### config.mk
export PLATFORM = sky130hd
export DESIGN_NAME = sat_zb_unit
export DESIGN_NICKNAME = d
export VERILOG_FILES = /design/src/rtl/sat_zb_pkg.sv /design/src/rtl/sat_decode.sv /design/src/rtl/sat_path.sv /design/src/rtl/zbyte_detect.sv /design/src/rtl/sat_zb_unit.sv
export SDC_FILE = /design/constraint.sdc
export NUM_CORES = 1
export LEC_CHECK = 0
export BUFFER_PORTS_ARGS = -buffer_cell sky130_fd_sc_hd__buf_2
export CAP_MARGIN = 20
export CORE_MARGIN = 2
export CORE_UTILIZATION = 48
export CTS_BUF_LIST = sky130_fd_sc_hd__clkbuf_8 sky130_fd_sc_hd__clkbuf_16
export DETAILED_ROUTE_END_ITERATION = 6
export PLACE_DENSITY = 0.8
export SETUP_SLACK_MARGIN = 0.5
export SLEW_MARGIN = 20
export SYNTH_ARGS = -nofsm -noshare
export SYNTH_HDL_FRONTEND = slang
export SYNTH_SLANG_ARGS = --single-unit
### constraint.sdc
create_clock -name clk -period 0.9 [get_ports clk]
set_input_delay 0.27 -clock clk [delete_from_list [all_inputs] [get_ports clk]]
set_output_delay 0.27 -clock clk [all_outputs]
set_load 0.1 [all_outputs]
### src/rtl/sat_zb_pkg.sv
package sat_zb_pkg;

  localparam int unsigned WORD_W = 32;

  typedef enum logic [1:0] {
    SEL_NONE = 2'd0,
    SEL_BYTE = 2'd1,
    SEL_HALF = 2'd2,
    SEL_WORD = 2'd3
  } sat_sel_e;

  // Signed clamp of v into the range of a keep-bit two's-complement value.
  function automatic logic [WORD_W-1:0] clamp_to(input logic [WORD_W-1:0] v,
                                                 input int keep);
    logic [WORD_W-1:0]        one;
    logic signed [WORD_W-1:0] hi;
    logic signed [WORD_W-1:0] lo;
    logic signed [WORD_W-1:0] sv;
    one = 1;
    hi  = $signed((one << (keep - 1)) - one);
    lo  = ~hi;
    sv  = $signed(v);
    if (sv >= hi)      return hi;
    else if (sv <= lo) return lo;
    else               return v;
  endfunction

  // Overflow-driven boundary: the bound opposite to the (wrapped) sign of v.
  function automatic logic [WORD_W-1:0] word_boundary(input logic [WORD_W-1:0] v,
                                                      input logic ovf);
    if (!ovf)              return v;
    else if (v[WORD_W-1])  return {1'b0, {(WORD_W-1){1'b1}}};
    else                   return {1'b1, {(WORD_W-1){1'b0}}};
  endfunction

endpackage

### src/rtl/sat_decode.sv
module sat_decode
  import sat_zb_pkg::*;
#(
  parameter int unsigned FIELD_W = 16,
  parameter logic [FIELD_W-1:0] CODE_BYTE = 'h0300,
  parameter logic [FIELD_W-1:0] CODE_HALF = 'h0200,
  parameter logic [FIELD_W-1:0] CODE_WORD = 'h0000
) (
  input  logic [FIELD_W-1:0] field,
  output sat_sel_e           sel,
  output logic               sel_ok
);

  always_comb begin
    sel = SEL_NONE;
    if (field == CODE_BYTE)      sel = SEL_BYTE;
    else if (field == CODE_HALF) sel = SEL_HALF;
    else if (field == CODE_WORD) sel = SEL_WORD;
  end

  assign sel_ok = (sel != SEL_NONE);

endmodule

### src/rtl/sat_path.sv
module sat_path
  import sat_zb_pkg::*;
#(
  parameter int unsigned DATA_W    = WORD_W,
  parameter int          BYTE_KEEP = 8,
  parameter int          HALF_KEEP = 16
) (
  input  logic [DATA_W-1:0] src,
  input  logic              ovf,
  input  sat_sel_e          sel,
  output logic [DATA_W-1:0] y
);

  logic [DATA_W-1:0] byte_y;
  logic [DATA_W-1:0] half_y;
  logic [DATA_W-1:0] word_y;

  assign byte_y = clamp_to(src, BYTE_KEEP);
  assign half_y = clamp_to(src, HALF_KEEP);
  assign word_y = word_boundary(src, ovf);

  always_comb begin
    unique case (sel)
      SEL_BYTE: y = byte_y;
      SEL_HALF: y = half_y;
      SEL_WORD: y = word_y;
      default:  y = src;
    endcase
  end

endmodule

### src/rtl/zbyte_detect.sv
module zbyte_detect #(
  parameter int unsigned DATA_W = 32,
  parameter int unsigned LANE_W = 8
) (
  input  logic [DATA_W-1:0]        src,
  output logic [DATA_W/LANE_W-1:0] lane_zero,
  output logic                     hit
);

  localparam int unsigned LANES = DATA_W / LANE_W;

  for (genvar g = 0; g < LANES; g++) begin : g_lane
    assign lane_zero[g] = ~|src[g*LANE_W +: LANE_W];
  end

  assign hit = |lane_zero;

endmodule

### src/rtl/sat_zb_unit.sv
module sat_zb_unit
  import sat_zb_pkg::*;
#(
  parameter int unsigned DATA_W    = WORD_W,
  parameter int unsigned LANE_W    = 8,
  parameter int unsigned FIELD_W   = 16,
  parameter int          BYTE_KEEP = 8,
  parameter int          HALF_KEEP = 16,
  parameter logic [FIELD_W-1:0] CODE_BYTE = 'h0300,
  parameter logic [FIELD_W-1:0] CODE_HALF = 'h0200,
  parameter logic [FIELD_W-1:0] CODE_WORD = 'h0000
) (
  input  logic               clk,
  input  logic               rst_n,
  input  logic               sat_req,
  input  logic [FIELD_W-1:0] sub_field,
  input  logic               zb_req,
  input  logic [DATA_W-1:0]  src,
  input  logic               cond_in,
  output logic               res_valid,
  output logic [DATA_W-1:0]  res_data,
  output logic               cond_out
);

  localparam int unsigned LANES    = DATA_W / LANE_W;
  localparam int          BYTE_MAX = (2 ** (BYTE_KEEP - 1)) - 1;
  localparam int          HALF_MAX = (2 ** (HALF_KEEP - 1)) - 1;

  // Named internal events
  sat_sel_e          sel;
  logic              sel_ok;
  logic              sat_fire;
  logic [DATA_W-1:0] sat_y;
  logic [LANES-1:0]  lane_zero;
  logic              zb_hit;
  sat_sel_e          kind_q;

  sat_decode #(
    .FIELD_W  (FIELD_W),
    .CODE_BYTE(CODE_BYTE),
    .CODE_HALF(CODE_HALF),
    .CODE_WORD(CODE_WORD)
  ) u_decode (
    .field (sub_field),
    .sel   (sel),
    .sel_ok(sel_ok)
  );

  sat_path #(
    .DATA_W   (DATA_W),
    .BYTE_KEEP(BYTE_KEEP),
    .HALF_KEEP(HALF_KEEP)
  ) u_path (
    .src(src),
    .ovf(cond_in),
    .sel(sel),
    .y  (sat_y)
  );

  zbyte_detect #(
    .DATA_W(DATA_W),
    .LANE_W(LANE_W)
  ) u_zb (
    .src      (src),
    .lane_zero(lane_zero),
    .hit      (zb_hit)
  );

  assign sat_fire = sat_req & sel_ok;

  always_ff @(posedge clk or negedge rst_n) begin
    if (!rst_n) begin
      res_valid <= 1'b0;
      res_data  <= '0;
      cond_out  <= 1'b0;
      kind_q    <= SEL_NONE;
    end else begin
      res_valid <= sat_fire;
      if (sat_fire) begin
        res_data <= sat_y;
        kind_q   <= sel;
      end
      if (zb_req)       cond_out <= zb_hit;
      else if (sat_req) cond_out <= cond_in;
    end
  end


  sat_latency_chk: assert property (@(posedge clk) disable iff (!rst_n)
    sat_req && sel_ok |=> res_valid && res_data == $past(sat_y));


  bad_field_chk: assert property (@(posedge clk) disable iff (!rst_n)
    sat_req && !sel_ok |=> !res_valid && $stable(res_data));


  cond_keep_chk: assert property (@(posedge clk) disable iff (!rst_n)
    sat_req && !zb_req |=> cond_out == $past(cond_in));


  zb_write_chk: assert property (@(posedge clk) disable iff (!rst_n)
    zb_req |=> cond_out == $past(|lane_zero));


  idle_hold_chk: assert property (@(posedge clk) disable iff (!rst_n)
    !sat_req && !zb_req |=> !res_valid && $stable(cond_out) && $stable(res_data));


  byte_range_chk: assert property (@(posedge clk) disable iff (!rst_n)
    res_valid && kind_q == SEL_BYTE |->
      $signed(res_data) <= BYTE_MAX && $signed(res_data) >= -BYTE_MAX - 1);


  half_range_chk: assert property (@(posedge clk) disable iff (!rst_n)
    res_valid && kind_q == SEL_HALF |->
      $signed(res_data) <= HALF_MAX && $signed(res_data) >= -HALF_MAX - 1);


  word_flip_chk: assert property (@(posedge clk) disable iff (!rst_n)
    sat_req && sel == SEL_WORD && cond_in |=>
      res_data[DATA_W-1] != $past(src[DATA_W-1]));

endmodule

==> reports/metrics.csv, run 1 <==
metric,value,unit
status,stopped before the end,
haltStage,clock tree synthesis,
error,"[ERROR DPL-0038] Utilization greater than 100%, impossible to legalize",
ios,87,
synth_area_per_cell,8.78,um2
synthArstFlopShare,100,%
clock_sinks,34,
dp_cells,431,
synth.most_common_cell,nor2_1,
synth_top_cell_area_share,40.9,%
rows,23,
portBuffers,86,
pre_cts_slack,-1560,ps
yosys_warnings,0,
seq_area_frac_synth,40.9,%
htreeDepth,2,
clockBufferDepth,2,
synth_nets,290,
synth_area_leaders,"dfrtp_1 (41%), nor2_1 (10%), o22a_1 (6.7%)",
dp_hpwl,6950,um
numCtsBuffers,5,
syn_area,2080,um2
synth_edf_count,0,
die-width,69.9,um
yosys.cell_types.count,45,
cts_setup_buffers,15,
ctsRootBufferMaster,clkbuf_8,
ys.flop_type,dfrtp_1,
yosys-top-cells-count,"nor2_1 (57), dfrtp_1 (34), nand2_1 (22)",
die_h,69.9,um
place_congestion,0.890,
syn_inst,237,
ys_ff_latch,34,
start_util,50.9,%
synth_top_cell_by_area,dfrtp_1,
cts_resized,54,
[logic make-up after synthesis]
kind of cell	after synthesis	share of synthesized area, %
AND/OR/NAND/NOR	125	30.2
flip-flops	34	40.9
AO/OA/AOI/OAI	63	25.4
buffers and inverters	15	3.55
[metrics by stage]
| step | cell area [um2] | utilization, % |
|---|---|---|
| after detailed placement | 3690 | 90.3 |
| after global placement | 3690 | 90.3 |
| after floorplan | 2220 | - |
==> inputs of run 2 (changes only) <==
CORE_UTILIZATION = 35   (was 48)
CTS_BUF_LIST = default   (was sky130_fd_sc_hd__clkbuf_8 sky130_fd_sc_hd__clkbuf_16)
PLACE_DENSITY = default   (was 0.8)
PLACE_DENSITY_LB_ADDON = 0.15   (was default)
SETUP_SLACK_MARGIN = default   (was 0.5)
==> run 2 against run 1 <==
Compared with the run above:
- the flow now finishes, with violations (setup timing)
- synthesized area unchanged
- synthesized cell count unchanged
==> reports/metrics.csv, run 2 <==
metric,value,unit
status,"complete, but fails checks",
violations,setup timing,
synth_area_leaders,"dfrtp_1 (41%), nor2_1 (10%), o22a_1 (6.7%)",
place_congestion,0.953,
ys.flop_type,dfrtp_1,
cts.clk_slew.worst_paths,70,ps
fin_util,73.8,%
use_met3,3.56,%
final_common_cell,buf_4,
max-slew-margin-rel,70.1,%
worstReg2RegStart,res_data[7],
drt-wirelength-per-cell,16.4,um
cp.required,1060,ps
yosys.cell_types.count,45,
whs_path_depth,3,
route.detailed.drc,0,
sw_frac_of_total,28.4,%
post-route-cell-area,4320,um2
drive_gt1_share,64.5,%
ctsRootBufferMaster,clkbuf_8,
r2r_cells,3,
synth_area_per_cell,8.78,um2
timing.critical_path.arrival,2090,ps
pre_cts_slack,-1480,ps
place_area,3730,um2
htreeDepth,2,
max_freq,519,MHz
ant_nets,0,
top_regs,"res_data: 32 flops, cond_out: 1 flops, res_valid: 1 flops",
grt_pass1_wl,12200,um
dp_hpwl,5290,um
min_period,1930,ps
die-width,81.1,um
synth_top_cell_area_share,40.9,%
combPwrFrac,21.6,%
vdd_drop_max,0.705,mV
synth_nets,290,
syn_inst,237,
syn_to_final_growth,108,%
n_antenna_cell,0,
regMostFlops,res_data,
seqPwrFrac,45.8,%
final.setup.tns,-41150,ps
setup_viol,68,
coreArea,5850,um2
power_leakage,1.86,nW
r2r_end,res_data[7],
multi_input_area,1430,um2
clockBufferDepth,2,
crit_type,in2reg,
crit_path_max_fanout,4,
postLayoutSetupSlackWorst,-1030,ps
synth_top_cell_by_area,dfrtp_1,
dieArea,6580,um2
hold_violations,0,
clock_sinks,34,
rows,28,
grt_pass1_vias,2599,
fin_crit_sh,214,%
overflow,0,
worst_slew_pin_slew,449,ps
fillers,390,
met2_usage,43.8,%
maxSlewViolCount,0,
p_per_area,780,nW/um2
largest_reg_flops,32,
layout_common_cells,"buf_4 (73), nor2_1 (47), buf_2 (47), buf_12 (39), dfrtp_4 (31)",
hold_end,res_data[3],
syn_area,2080,um2
dr.pass1.iters,4,
reg2reg_slack,-100,ps
grt_util_met1,30.3,%
startpoint_type,input pin,
antenna_found_initial,0,
ios,87,
synth_edf_count,0,
num_vias,2575,
p_int,2.41,mW
worst_setup_path_end_kind,flip-flop,
hold_ws,233,ps
grt_max_degree,35,
first_iter_violations,184,
die_h,81.1,um
yosys-top-cells-count,"nor2_1 (57), dfrtp_1 (34), nand2_1 (22)",
fin_skew,0,ps
hp-class,in2reg,
cap_violations,0,
vias_per_cell,5.39,
synth.most_common_cell,nor2_1,
ys_ff_latch,34,
cts_tree,yes,
yosys_warnings,0,
start_util,35.6,%
p_sw,0.958,mW
portBuffers,86,
clk_latency,290,ps
hold_start,src[3],
synthArstFlopShare,100,%
finalNetCount,456,
busiest_layer,met2,
wirelength,7820,um
grt.total_usage,24.4,%
rsz0062_at_grt,true,
seq_area,967,um2
p_clk_share,32.6,%
numCtsBuffers,5,
seq_area_frac_synth,40.9,%
-- run 2: cell counts after synthesis --
No cell type changed its count.
-- run 2: cell type report --
cell class / instances / area share [%]
timing repair buffer: 173 / 40.4
multi-input combinational: 188 / 33.2
sequential: 34 / 22.4
tap: 75 / 2.17
clock buffer: 7 / 1.77
inverter: 1 / 0.0869
-- run 2: what timing repair did --
action	CTS	global route
resized for setup	54	24
hold endpoints to repair	34	0
pin swaps	26	15
hold buffers	1	0
cloned	1	1
buffers inserted	8	4
setup endpoints to repair	68	68
-- run 2: logic make-up (layout without fill, tap and decap cells) --
family / Yosys count / in the layout / share of synthesized area [%]
buf+inv: 15 / 181 / 3.55
flops: 34 / 34 / 40.9
compound gates: 63 / 63 / 25.4
simple gates: 125 / 125 / 30.2
-- run 2: worst max-delay path, stage by stage --
cell	delay, ps
buf_6	90
or4_4	540
or4_4	550
a2111oi_4	500
a21oi_1	130
-- run 2: stage by stage --
stage	cells	total power, mW
3_5_place_dp	458	2.20
6_report	478	3.37
4_1_cts	475	3.34
3_3_place_gp	458	2.19
5_1_grt	478	3.47
2_1_floorplan	237	1.77
-- run 2: power groups by stage --
stage | clock [mW] | sequential [mW] | combinational, mW
after floorplan | 0 | 1.62 | 0.148
after global placement | 0 | 1.58 | 0.614
after detailed placement | 0 | 1.58 | 0.620
after CTS | 1.10 | 1.54 | 0.693
after global routing | 1.15 | 1.54 | 0.780
final | 1.10 | 1.54 | 0.729
-- run 2: how the worst max path moves through the flow --
| stage | from | end | slack (ps) | depth (start not counted) |
|---|---|---|---|---|
| after floorplan | sub_field[2] | res_data[4] | -1110 | 7 |
| after global placement | sub_field[2] | res_data[16] | -1420 | 7 |
| after detailed placement | sub_field[2] | res_data[21] | -1480 | 7 |
| after CTS | sub_field[10] | res_data[2] | -950 | 8 |
| after global routing | sub_field[2] | res_data[2] | -1100 | 9 |
| final | sub_field[15] | res_data[1] | -1030 | 5 |
-- run 2: metal layers --
| layer | wire length [um] | vias up |
|---|---|---|
| li1 | - | 1218 |
| met1 | 3210 | 1240 |
| met2 | 3980 | 97 |
| met3 | 447 | 20 |
| met4 | 187 | 0 |
| met5 | 0 | - |
(Power assumes the default switching activity.)
